[src/rtl/cursor_pkg.sv]
`timescale 1ns/1ps
// Shared constants and register select codes for the cursor overlay.
// Assumes a fixed 64x64 image, two planes, 16 bytes per line.
package cursor_pkg;
    localparam int CUR_SIZE    = 64;
    localparam int LINE_BYTES  = 16;
    localparam int PLANE_BYTES = 8;
    localparam int ALIGN_BITS  = 10;   // 1024-byte image alignment
    localparam int IDX_W       = $clog2(CUR_SIZE);
    localparam int BYTE_IDX_W  = $clog2(LINE_BYTES);

    typedef enum logic [1:0] {
        SEL_ENABLE = 2'd0,
        SEL_LEFT   = 2'd1,
        SEL_TOP    = 2'd2,
        SEL_BASE   = 2'd3
    } reg_sel_e;
endpackage

[src/rtl/cursor_regs.sv]
`timescale 1ns/1ps
// Holds the enable, left column, top line and image base of the cursor.
// Assumes REG_W >= ADDR_W and REG_W >= COORD_W; base bits below the
// 1024-byte boundary are dropped on write.
module cursor_regs
    import cursor_pkg::*;
#(
    parameter int REG_W   = 32,
    parameter int COORD_W = 12,
    parameter int ADDR_W  = 24
) (
    input  logic               clk,
    input  logic               rst_n,
    input  logic               reg_we,
    input  logic [1:0]         reg_sel,
    input  logic [REG_W-1:0]   reg_wdata,
    output logic               en,
    output logic [COORD_W-1:0] left,
    output logic [COORD_W-1:0] top,
    output logic [ADDR_W-1:0]  base
);
    logic unused_wdata;
    assign unused_wdata = ^reg_wdata;

    // Register update on a write strobe, decoded by select code.
    always_ff @(posedge clk) begin
        if (!rst_n) begin
            en   <= 1'b0;
            left <= '0;
            top  <= '0;
            base <= '0;
        end else if (reg_we) begin
            case (reg_sel_e'(reg_sel))
                SEL_ENABLE: en   <= reg_wdata[0];
                SEL_LEFT:   left <= reg_wdata[COORD_W-1:0];
                SEL_TOP:    top  <= reg_wdata[COORD_W-1:0];
                SEL_BASE:   base <= {reg_wdata[ADDR_W-1:ALIGN_BITS], {ALIGN_BITS{1'b0}}};
                default:    en   <= en;
            endcase
        end
    end
endmodule

[src/rtl/cursor_fetch.sv]
`timescale 1ns/1ps
// Fetches the next scan line's cursor bytes during horizontal blanking
// and stores them in a mask buffer and an invert buffer.
// Assumes the memory answers each read exactly one cycle later and that
// blanking lasts at least 18 cycles. Bit 63 of each buffer is column 0.
module cursor_fetch
    import cursor_pkg::*;
#(
    parameter int COORD_W = 12,
    parameter int ADDR_W  = 24
) (
    input  logic                clk,
    input  logic                rst_n,
    input  logic                en,
    input  logic [COORD_W-1:0]  top,
    input  logic [ADDR_W-1:0]   base,
    input  logic [COORD_W-1:0]  beam_y,
    input  logic                hblank_start,
    output logic                mem_rd_en,
    output logic [ADDR_W-1:0]   mem_rd_addr,
    input  logic [7:0]          mem_rd_data,
    output logic [CUR_SIZE-1:0] mask_line,
    output logic [CUR_SIZE-1:0] inv_line,
    output logic                line_valid
);
    logic [COORD_W-1:0]    next_y;
    logic [COORD_W-1:0]    rel;
    logic                  hit;
    logic                  busy;
    logic [BYTE_IDX_W-1:0] cnt;
    logic [ADDR_W-1:0]     line_base;
    logic                  cap_v;
    logic [BYTE_IDX_W-1:0] cap_idx;
    logic [4:0]            burst_len;

    // Decide whether the next scan line falls inside the image.
    always_comb begin
        next_y = beam_y + 1'b1;
        rel    = next_y - top;
        hit    = en && (next_y >= top) && (rel < COORD_W'(CUR_SIZE));
    end

    assign mem_rd_en   = busy;
    assign mem_rd_addr = line_base + ADDR_W'(cnt);

    // Burst sequencer: one read per cycle for the 16 line bytes.
    always_ff @(posedge clk) begin
        if (!rst_n) begin
            busy       <= 1'b0;
            cnt        <= '0;
            line_base  <= '0;
            line_valid <= 1'b0;
        end else if (!busy && hblank_start) begin
            line_valid <= hit;
            busy       <= hit;
            cnt        <= '0;
            line_base  <= base + (ADDR_W'(rel[IDX_W-1:0]) << BYTE_IDX_W);
        end else if (busy) begin
            cnt <= cnt + 1'b1;
            if (cnt == BYTE_IDX_W'(LINE_BYTES - 1)) busy <= 1'b0;
        end
    end

    // Track which returned byte arrives in the following cycle.
    always_ff @(posedge clk) begin
        if (!rst_n) begin
            cap_v   <= 1'b0;
            cap_idx <= '0;
        end else begin
            cap_v   <= busy;
            cap_idx <= cnt;
        end
    end

    // Steer each returned byte into its plane buffer, leftmost pixel high.
    always_ff @(posedge clk) begin
        if (!rst_n) begin
            mask_line <= '0;
            inv_line  <= '0;
        end else if (cap_v) begin
            if (cap_idx < BYTE_IDX_W'(PLANE_BYTES))
                mask_line[8*(PLANE_BYTES-1-int'(cap_idx[2:0])) +: 8] <= mem_rd_data;
            else
                inv_line[8*(PLANE_BYTES-1-int'(cap_idx[2:0])) +: 8] <= mem_rd_data;
        end
    end

    // Checker count of consecutive read cycles.
    always_ff @(posedge clk) begin
        if (!rst_n)         burst_len <= '0;
        else if (mem_rd_en) burst_len <= burst_len + 1'b1;
        else                burst_len <= '0;
    end

    AST_BURST_ALIGNED: assert property (@(posedge clk) disable iff (!rst_n)
        $rose(mem_rd_en) |-> mem_rd_addr[BYTE_IDX_W-1:0] == '0);
    AST_ADDR_STEP: assert property (@(posedge clk) disable iff (!rst_n)
        (mem_rd_en && $past(mem_rd_en)) |-> mem_rd_addr == $past(mem_rd_addr) + 1'b1);
    AST_BURST_LEN: assert property (@(posedge clk) disable iff (!rst_n)
        $fell(mem_rd_en) |-> burst_len == 5'(LINE_BYTES));
    AST_NO_FETCH_DISABLED: assert property (@(posedge clk) disable iff (!rst_n)
        $rose(mem_rd_en) |-> $past(en));
endmodule

[src/rtl/cursor_blend.sv]
`timescale 1ns/1ps
// Combines the buffered cursor line with the screen pixel: AND with the
// spread mask bit, then XOR with the spread invert bit. Output registered.
// Assumes the line buffers hold the current scan line when line_valid is set.
module cursor_blend
    import cursor_pkg::*;
#(
    parameter int PIX_W   = 8,
    parameter int COORD_W = 12
) (
    input  logic                clk,
    input  logic                rst_n,
    input  logic                en,
    input  logic [COORD_W-1:0]  left,
    input  logic [COORD_W-1:0]  beam_x,
    input  logic                beam_active,
    input  logic                line_valid,
    input  logic [CUR_SIZE-1:0] mask_line,
    input  logic [CUR_SIZE-1:0] inv_line,
    input  logic [PIX_W-1:0]    pix_in,
    output logic [PIX_W-1:0]    pix_out
);
    logic [COORD_W-1:0] col;
    logic [IDX_W-1:0]   idx;
    logic               in_win;
    logic               m_bit;
    logic               v_bit;

    // Window test and per-column plane bit selection.
    always_comb begin
        col    = beam_x - left;
        idx    = col[IDX_W-1:0];
        in_win = en && beam_active && line_valid &&
                 (beam_x >= left) && (col < COORD_W'(CUR_SIZE));
        m_bit  = mask_line[CUR_SIZE-1-int'(idx)];
        v_bit  = inv_line[CUR_SIZE-1-int'(idx)];
    end

    // Output register: composite inside the window, pass-through outside.
    always_ff @(posedge clk) begin
        if (!rst_n)      pix_out <= '0;
        else if (in_win) pix_out <= (pix_in & {PIX_W{m_bit}}) ^ {PIX_W{v_bit}};
        else             pix_out <= pix_in;
    end

    AST_PASS_OUTSIDE: assert property (@(posedge clk) disable iff (!rst_n)
        !in_win |=> pix_out == $past(pix_in));
    AST_TRANSPARENT: assert property (@(posedge clk) disable iff (!rst_n)
        (in_win && m_bit && !v_bit) |=> pix_out == $past(pix_in));
    AST_FORCED_WHITE: assert property (@(posedge clk) disable iff (!rst_n)
        (in_win && !m_bit && v_bit) |=> pix_out == '1);
endmodule

[src/rtl/cursor_overlay.sv]
`timescale 1ns/1ps
// Top of the two-plane cursor overlay: register block, blanking-time line
// fetch and pixel compositor. Assumes a single pixel clock domain.
module cursor_overlay
    import cursor_pkg::*;
#(
    parameter int PIX_W   = 8,
    parameter int COORD_W = 12,
    parameter int ADDR_W  = 24,
    parameter int REG_W   = 32
) (
    input  logic               clk,
    input  logic               rst_n,
    input  logic               reg_we,
    input  logic [1:0]         reg_sel,
    input  logic [REG_W-1:0]   reg_wdata,
    output logic               mem_rd_en,
    output logic [ADDR_W-1:0]  mem_rd_addr,
    input  logic [7:0]         mem_rd_data,
    input  logic [COORD_W-1:0] beam_x,
    input  logic [COORD_W-1:0] beam_y,
    input  logic               beam_active,
    input  logic               hblank_start,
    input  logic [PIX_W-1:0]   pix_in,
    output logic [PIX_W-1:0]   pix_out
);
    logic                en;
    logic [COORD_W-1:0]  left;
    logic [COORD_W-1:0]  top;
    logic [ADDR_W-1:0]   base;
    logic [CUR_SIZE-1:0] mask_line;
    logic [CUR_SIZE-1:0] inv_line;
    logic                line_valid;

    cursor_regs #(.REG_W(REG_W), .COORD_W(COORD_W), .ADDR_W(ADDR_W)) u_regs (
        .clk(clk), .rst_n(rst_n), .reg_we(reg_we), .reg_sel(reg_sel),
        .reg_wdata(reg_wdata), .en(en), .left(left), .top(top), .base(base)
    );

    cursor_fetch #(.COORD_W(COORD_W), .ADDR_W(ADDR_W)) u_fetch (
        .clk(clk), .rst_n(rst_n), .en(en), .top(top), .base(base),
        .beam_y(beam_y), .hblank_start(hblank_start),
        .mem_rd_en(mem_rd_en), .mem_rd_addr(mem_rd_addr), .mem_rd_data(mem_rd_data),
        .mask_line(mask_line), .inv_line(inv_line), .line_valid(line_valid)
    );

    cursor_blend #(.PIX_W(PIX_W), .COORD_W(COORD_W)) u_blend (
        .clk(clk), .rst_n(rst_n), .en(en), .left(left), .beam_x(beam_x),
        .beam_active(beam_active), .line_valid(line_valid),
        .mask_line(mask_line), .inv_line(inv_line),
        .pix_in(pix_in), .pix_out(pix_out)
    );

    AST_RESET_IDLE: assert property (@(posedge clk) disable iff (!rst_n)
        $past(!rst_n) |-> (!mem_rd_en && pix_out == '0));
endmodule

[config.mk]
export PLATFORM = sky130hd
export DESIGN_NAME = cursor_overlay
export DESIGN_NICKNAME = d
export VERILOG_FILES = /design/src/rtl/cursor_pkg.sv /design/src/rtl/cursor_regs.sv /design/src/rtl/cursor_fetch.sv /design/src/rtl/cursor_blend.sv /design/src/rtl/cursor_overlay.sv
export SDC_FILE = /design/constraint.sdc
export NUM_CORES = 1
export LEC_CHECK = 0
export CORE_UTILIZATION = 30
export CTS_BUF_LIST = sky130_fd_sc_hd__clkbuf_8
export CTS_CLUSTER_DIAMETER = 60
export DETAILED_ROUTE_END_ITERATION = 7
export GPL_ROUTABILITY_DRIVEN = 0
export GPL_TIMING_DRIVEN = 0
export HOLD_SLACK_MARGIN = 0.15
export PLACE_DENSITY = 0.45
export SLEW_MARGIN = 20
export SYNTH_ARGS = -nofsm -noshare
export SYNTH_HDL_FRONTEND = slang
export SYNTH_SLANG_ARGS = --single-unit
[constraint.sdc]
create_clock -name clk -period 6 [get_ports clk]
set_clock_uncertainty 0.2 [all_clocks]
set_input_delay 1.8 -clock clk [delete_from_list [all_inputs] [get_ports clk]]
set_output_delay 1.8 -clock clk [all_outputs]
set_load 0.1 [all_outputs]
Word level (Yosys, flattened, before mapping)
Index checks and enable logic that the tools add are counted.
{"block": "totals", "reg_bits": 210, "latch_bits": 0, "ram_bits": 0, "rom_bits": 0, "input_bits": 79, "out_inout_bits": 33, "wordCells": 66, "memories": 0}
{"block": "classes", "addsub": 9, "mul": 0, "n_div": 0, "magnitude_cmp": 6, "n_eq_ne": 4, "shift": 2, "mux": 12, "bitwise": 4, "n_reduce_logical": 16}
{"operator": "$bwmux W64", "n": 2}
{"operator": "$shift A8 B33 Y64 const A", "n": 1}
{"operator": "$shiftx A8 B33 Y64", "n": 1}
{"operator": "$neg A32 Y33", "n": 1}
{"operator": "$lt A32 B8 Y1 const B", "n": 1}
{"operator": "$add A24 B10 Y24", "n": 1}
{"operator": "$add A24 B4 Y24", "n": 1}
{"operator": "$ge A12 B12 Y1", "n": 2}
{"operator": "$lt A12 B7 Y1 const B", "n": 2}
{"operator": "$sub A12 B12 Y12", "n": 2}
{"operator": "$add A12 B1 Y12 const B", "n": 1}
{"operator": "$bmux W1 S6", "n": 2}
{"operator": "$reduce_and A2 Y1", "n": 6}
{"operator": "$and A8 B8 Y8", "n": 1}
{"operator": "$mux W8", "n": 1}
{"operator": "$xor A8 B8 Y8", "n": 1}
{"operator": "$logic_and A1 B1 Y1", "n": 7}
{"operator": "$mux W1", "n": 7}
{"operator": "$sub A6 B6 Y7 const A", "n": 1}
{"operator": "$add A4 B1 Y4 const B", "n": 1}
{"operator": "$eq A2 B2 Y1 const B", "n": 2}
{"operator": "$eq A4 B4 Y1 const B", "n": 1}
{"operator": "$lt A4 B4 Y1 const B", "n": 1}
{"operator": "$sub A3 B3 Y4 const A", "n": 1}
{"operator": "5 further kinds", "n": 6}

Longest topological paths before layout
Gate-level depths: netlist of run 1.
{"block": "logic_depth", "depth_word": 8, "mapped_depth": 13, "mapped_depth_nobuf": 13}

Cells and area by module
A second synthesis of run 1 with hierarchy kept.
{"block": "hier_totals", "cells_unflattened": 1223, "hier_area_um2": 11382.2}
{"mod": "cursor_fetch", "n_inst": 1, "cells_per_inst": 880, "area_each_um2": 7706.1, "seq_area_each_um2": 3263.1}
{"mod": "cursor_blend", "n_inst": 1, "cells_per_inst": 176, "area_each_um2": 2078.2, "seq_area_each_um2": 160.2}
{"mod": "cursor_regs", "n_inst": 1, "cells_per_inst": 167, "area_each_um2": 1597.8, "seq_area_each_um2": 780.7}

Worst setup path after synthesis of run 1
No wires, ideal clock.
{"block": "synth_timing", "path_kind": "input to register", "from": "in beam_x[0]", "to": "reg u_blend.pix_out[0]", "setup_ps": 74, "t_arrival_ps": 4643, "required_ps": 5726, "path_slack_ps": 1082, "path_stages": 12, "cell_sequence": "inv_1 > ha_1 > inv_1 > fa_1 > clkbuf_1 > buf_2 > mux4_2 > mux4_2 > or3_1 > a311o_1 > nand2_1 > mux2i_1"}
{"block": "synth_via", "elab_chain_cells": 8, "elab_cells_between_ends": 15, "cone_classes": "add/sub (2); order compare (2); mux (7); bitwise (2); reduce/logical (2)"}
{"item": "start: declaration", "line": "cursor_overlay.sv:20", "source": "input logic [COORD_W-1:0] beam_x,"}
{"item": "$sub A12 B12 Y12", "line": "cursor_blend.sv:31", "source": "col = beam_x - left;"}
{"item": "$sub A6 B6 Y7", "line": "cursor_blend.sv:35, cursor_blend.sv:36"}
{"item": "$bmux W1 S6", "line": "cursor_blend.sv:35", "source": "m_bit = mask_line[CUR_SIZE-1-int'(idx)];"}
{"item": "$mux W1 (not written as such) (2 in series)", "line": "cursor_blend.sv:35"}
{"item": "$and A8 B8 Y8", "line": "cursor_blend.sv:42", "source": "else if (in_win) pix_out <= (pix_in & {PIX_W{m_bit}}) ^ {PIX_W{v_bit}};"}
{"item": "$xor A8 B8 Y8", "line": "cursor_blend.sv:42"}
{"item": "$mux W8 (*)", "line": "cursor_blend.sv:42"}
{"item": "end signal: assignment", "line": "cursor_blend.sv:42"}
{"item": "end signal: assignment", "line": "cursor_blend.sv:43", "source": "else pix_out <= pix_in;"}
{"item": "end: declaration", "line": "cursor_blend.sv:21", "source": "output logic [PIX_W-1:0] pix_out"}
Every way passes the cells marked *; elsewhere a longest branch is shown, timed or not. The select of a mux whose other input is x is not followed.
A chain may end at the register's enable or synchronous reset.

Final worst setup path of run 1
{"block": "layout_timing", "from": "in beam_x[0]", "to": "reg u_blend.pix_out[4]"}
Same word-level chain as after synthesis.

==> metrics.md, run 1 <==
| Metric | Value |
|---|---|
| Outcome | completed |
| Util after Layout | 37.6% |
| Max Cap Viol | 0 |
| Post-CTS setup buffer count | 0 |
| Synthesized cell area | between 10,000 and 15,000 µm² |
| Cell variety after synth | 60 |
| Final worst-path cycle share | 96.3% |
| Endpoints failing hold | 0 |
| Comb power frac | 13.3% |
| Min-Delay Path Depth | 1 |
| Crit path arrival time | 6030 ps |
| Syn_area_per_cell | ~9 µm² |
| Ys flop type | dfxtp_1 |
| Leakage | 0.00486 µW |
| P_int | between 2000 and 2500 µW |
| Synthesized instance count | around 1,100 |
| Yosys top cell by area | dfxtp_1 |
| FF+latch count, synth | 206 |
| Crit path launch type | input pin |
| Worst Path Max Fanout | 10 |
| WHS | 258 ps |
| Max IR drop VDD | 119 µV |
| Post-CTS Hold Buffers | 0 |
| Clock root cell | clkbuf_8 |
| Share of cells above drive strength 1 | 8.00% |
| Cts repair resizes | 0 |
| # diodes | 0 |
| DRC Markers | 0 |
| Congestion Overflow GR | 0 |
| Seq pwr share | 43.0% |
| Vias per Instance | 4.76 |
| Insertion delay to the later sink of the worst-skew pair | ~560 ps |
| Vert. Die Dim | 186 µm |
| Asr flop ratio synth | 0% |
| Fmax | between 0.15 and 0.2 GHz |
| Num Clock Sinks | 206 |
| Syn Nets | ~1,200 |
| Synth area leaders | dfxtp_1 41%, nand2_1 8.8%, mux4_2 7.3% |
| Tot Pwr | 3240 µW |
| Final Slew Violations | 0 |
| Wire per inst | 17.3 µm |
| Depth of the CTS H-tree | 2 |
| Post-synth top area share | about two fifths |
| Sw Share | 27.5% |
| Max Buffers Root-to-Sink | 3 |
| Fin nets | 1,384 |
| Post-layout min period | 5780 ps |
| DP Cell Count | 1,678 |
| Router iterations before antenna repair | 4 |
| Total number of vias | ~8,300 |
| Headroom to the max-slew limit | 30.3% |
| Vias in the first global route | about 8,000 |
| Register area share after synthesis | 40.5% |
| Initial core utilization | 30.4% |
| Total track usage | around 18% |
| Critical path type | in -> reg |
| Commonest non-fill, non-tap cell in the layout | nand2_1 |
| RSZ-0062 raised after global routing | false |
| First-pass GRT wire length | roughly 46 mm |
| Die ar. | 34,700 µm² |
| Clock power frac | a little over two fifths |
| DRT Wirelength | 30.3 mm |
| Non-Filler Instances | ~1,700 |
| Worst R2R Setup Slack | 1600 ps |
| Antenna violations before repair | 0 |
| Worst Setup End Kind | flip-flop |
| Boundary Pins | 112 |
| Worst-Margin Slew | 1040 ps |
| Post-DP HPWL | ~22 mm |
| Most frequent cells in the layout | 238 x nand2_1, 206 x dfxtp_1, 114 x o21ai_0 |
| Clock transition at the registers of the reported paths | 60 ps |
| R2R depth | 11 |
| Setup violators final | 0 |
| TritonCTS buffer count | 40 |
| Pre-CTS WS | -323 ps |
| Pwr per Cell Area | roughly 260 nW/µm² |
| Ys Warns | 0 |
| Total net switching power | between 800 and 900 µW |
| DR iter-0 viols | 304 |
| Largest net degree at the start of global routing | 12 |
| CTS tree | done |
| Worst path required time | 6250 ps |
| Core ar. | 33,400 µm² |
| Detail Route Antenna Nets | 0 |
| Final worst slack | 221 ps |
| Chip width | 186 µm |
| Post-synth EDFFs | 0 |
| Worst hold path type | reg -> reg |
| Layout area overhead | 23.7% |
| I/O Buffers | around 100 |
| Rows | 67 |
registers in the layout, indices dropped and copies added (netlist names):
| name | cells |
|---|---|
| u_blend.pix_out | 8 |
| u_fetch.cap_idx | 4 |
| u_fetch.cap_v | 1 |
| u_fetch.cnt | 4 |
| u_fetch.inv_line | 64 |
| u_fetch.line_base | 20 |
| u_fetch.line_valid | 1 |
| u_fetch.mask_line | 64 |
| u_fetch.mem_rd_en | 1 |
| u_regs.base | 14 |
| u_regs.en | 1 |
| u_regs.left | 12 |
| u_regs.top | 12 |
power by group through the flow:
stage	sequential [µW]	clock, µW	combinational [µW]
finish	1390	1420	431
global route	1400	1520	467
CTS	1390	1470	436
detailed placement	1420	0	434
global placement	1420	0	435
floorplan	1480	0	212
stage by stage:
stage / area (µm²) / TNS (ps)
6_report: 12600 / 0
5_1_grt: 12600 / 0
4_1_cts: 12600 / 0
3_5_place_dp: 11800 / -2480
3_3_place_gp: 11800 / -2560
2_1_floorplan: 10200 / 0
layer usage:
| layer | vias up | track usage [%] | wire length (µm) |
|---|---|---|---|
| met5 | - | 0 | 0 |
| met4 | 0 | 5.15 | 638 |
| met1 | 3914 | 25.0 | 14700 |
| met3 | 49 | 3.17 | 1620 |
| met2 | 182 | 27.4 | 13300 |
| li1 | 4181 | - | - |
synth_stat cells, types with 7 or more instances:
library cell,number
nand2_1,238
dfxtp_1,206
o21ai_0,114
and2_1,102
mux2i_1,48
clkbuf_1,46
nor2b_1,43
inv_1,40
a21boi_0,35
mux4_2,33
ha_1,31
nor2_1,23
xnor2_1,18
a21oi_1,16
a22o_1,15
nand3_1,15
a21o_1,7
xor2_1,7
cells by family (layout without fill, tap and decap cells):
family,Yosys count,count (layout),share of synthesized area [%]
AOI/OAI and AO/OA,219,219,13.4
xor gates and xnor gates,27,27,2.47
adders and majority gates,33,33,4.20
buffers and inverters,93,266,3.74
DFF,206,206,40.5
muxes,88,88,13.8
and+or+nand+nor,461,461,21.9
worst max-delay path, cell delays in order:
cell	delay, ps
clkdlybuf4s50_1	430
inv_1	80
ha_1	150
inv_1	50
fa_1	490
clkbuf_1	390
clkbuf_1	720
mux4_1	430
mux4_2	550
o22a_1	240
a311o_1	380
nand2_1	120
mux2i_1	190
path summary, 6_finish.rpt:
path	end	startpoint
worst max register to register	u_blend.pix_out[4]$_SDFF_PN0_	u_regs.left[0]$_SDFFE_PN0P_
worst min register to register	u_fetch.line_base[17]$_SDFFE_PN0P_	u_regs.base[17]$_SDFFE_PN0P_
worst max-delay path	u_blend.pix_out[4]$_SDFF_PN0_	beam_x[0]
worst min-delay path	u_fetch.line_base[17]$_SDFFE_PN0P_	u_regs.base[17]$_SDFFE_PN0P_
layout make-up:
class / count / area [µm²]
flip-flops and latches: 206 / 4120
clock inverters: 23 / 165
clock buffers: 47 / 647
well taps: 448 / 561
multi-input cells: 828 / 5680
fillers: 3408 / 20900
inverters: 40 / 150
plain buffers: 53 / 230
repair buffers: 103 / 1030
Power figures use the tool's default switching activity.
==> run 2, diff against run 1 <==
Settings changed: CAP_MARGIN set to 20.
==> results of run 2 <==
The final DEF is identical to that of run 1; final timing and power are the same.
==> run 3, diff against run 2 <==
Settings changed: SKIP_CTS_REPAIR_TIMING set to 1.
==> results of run 3 <==
The final DEF is identical to that of run 1; final timing and power are the same.
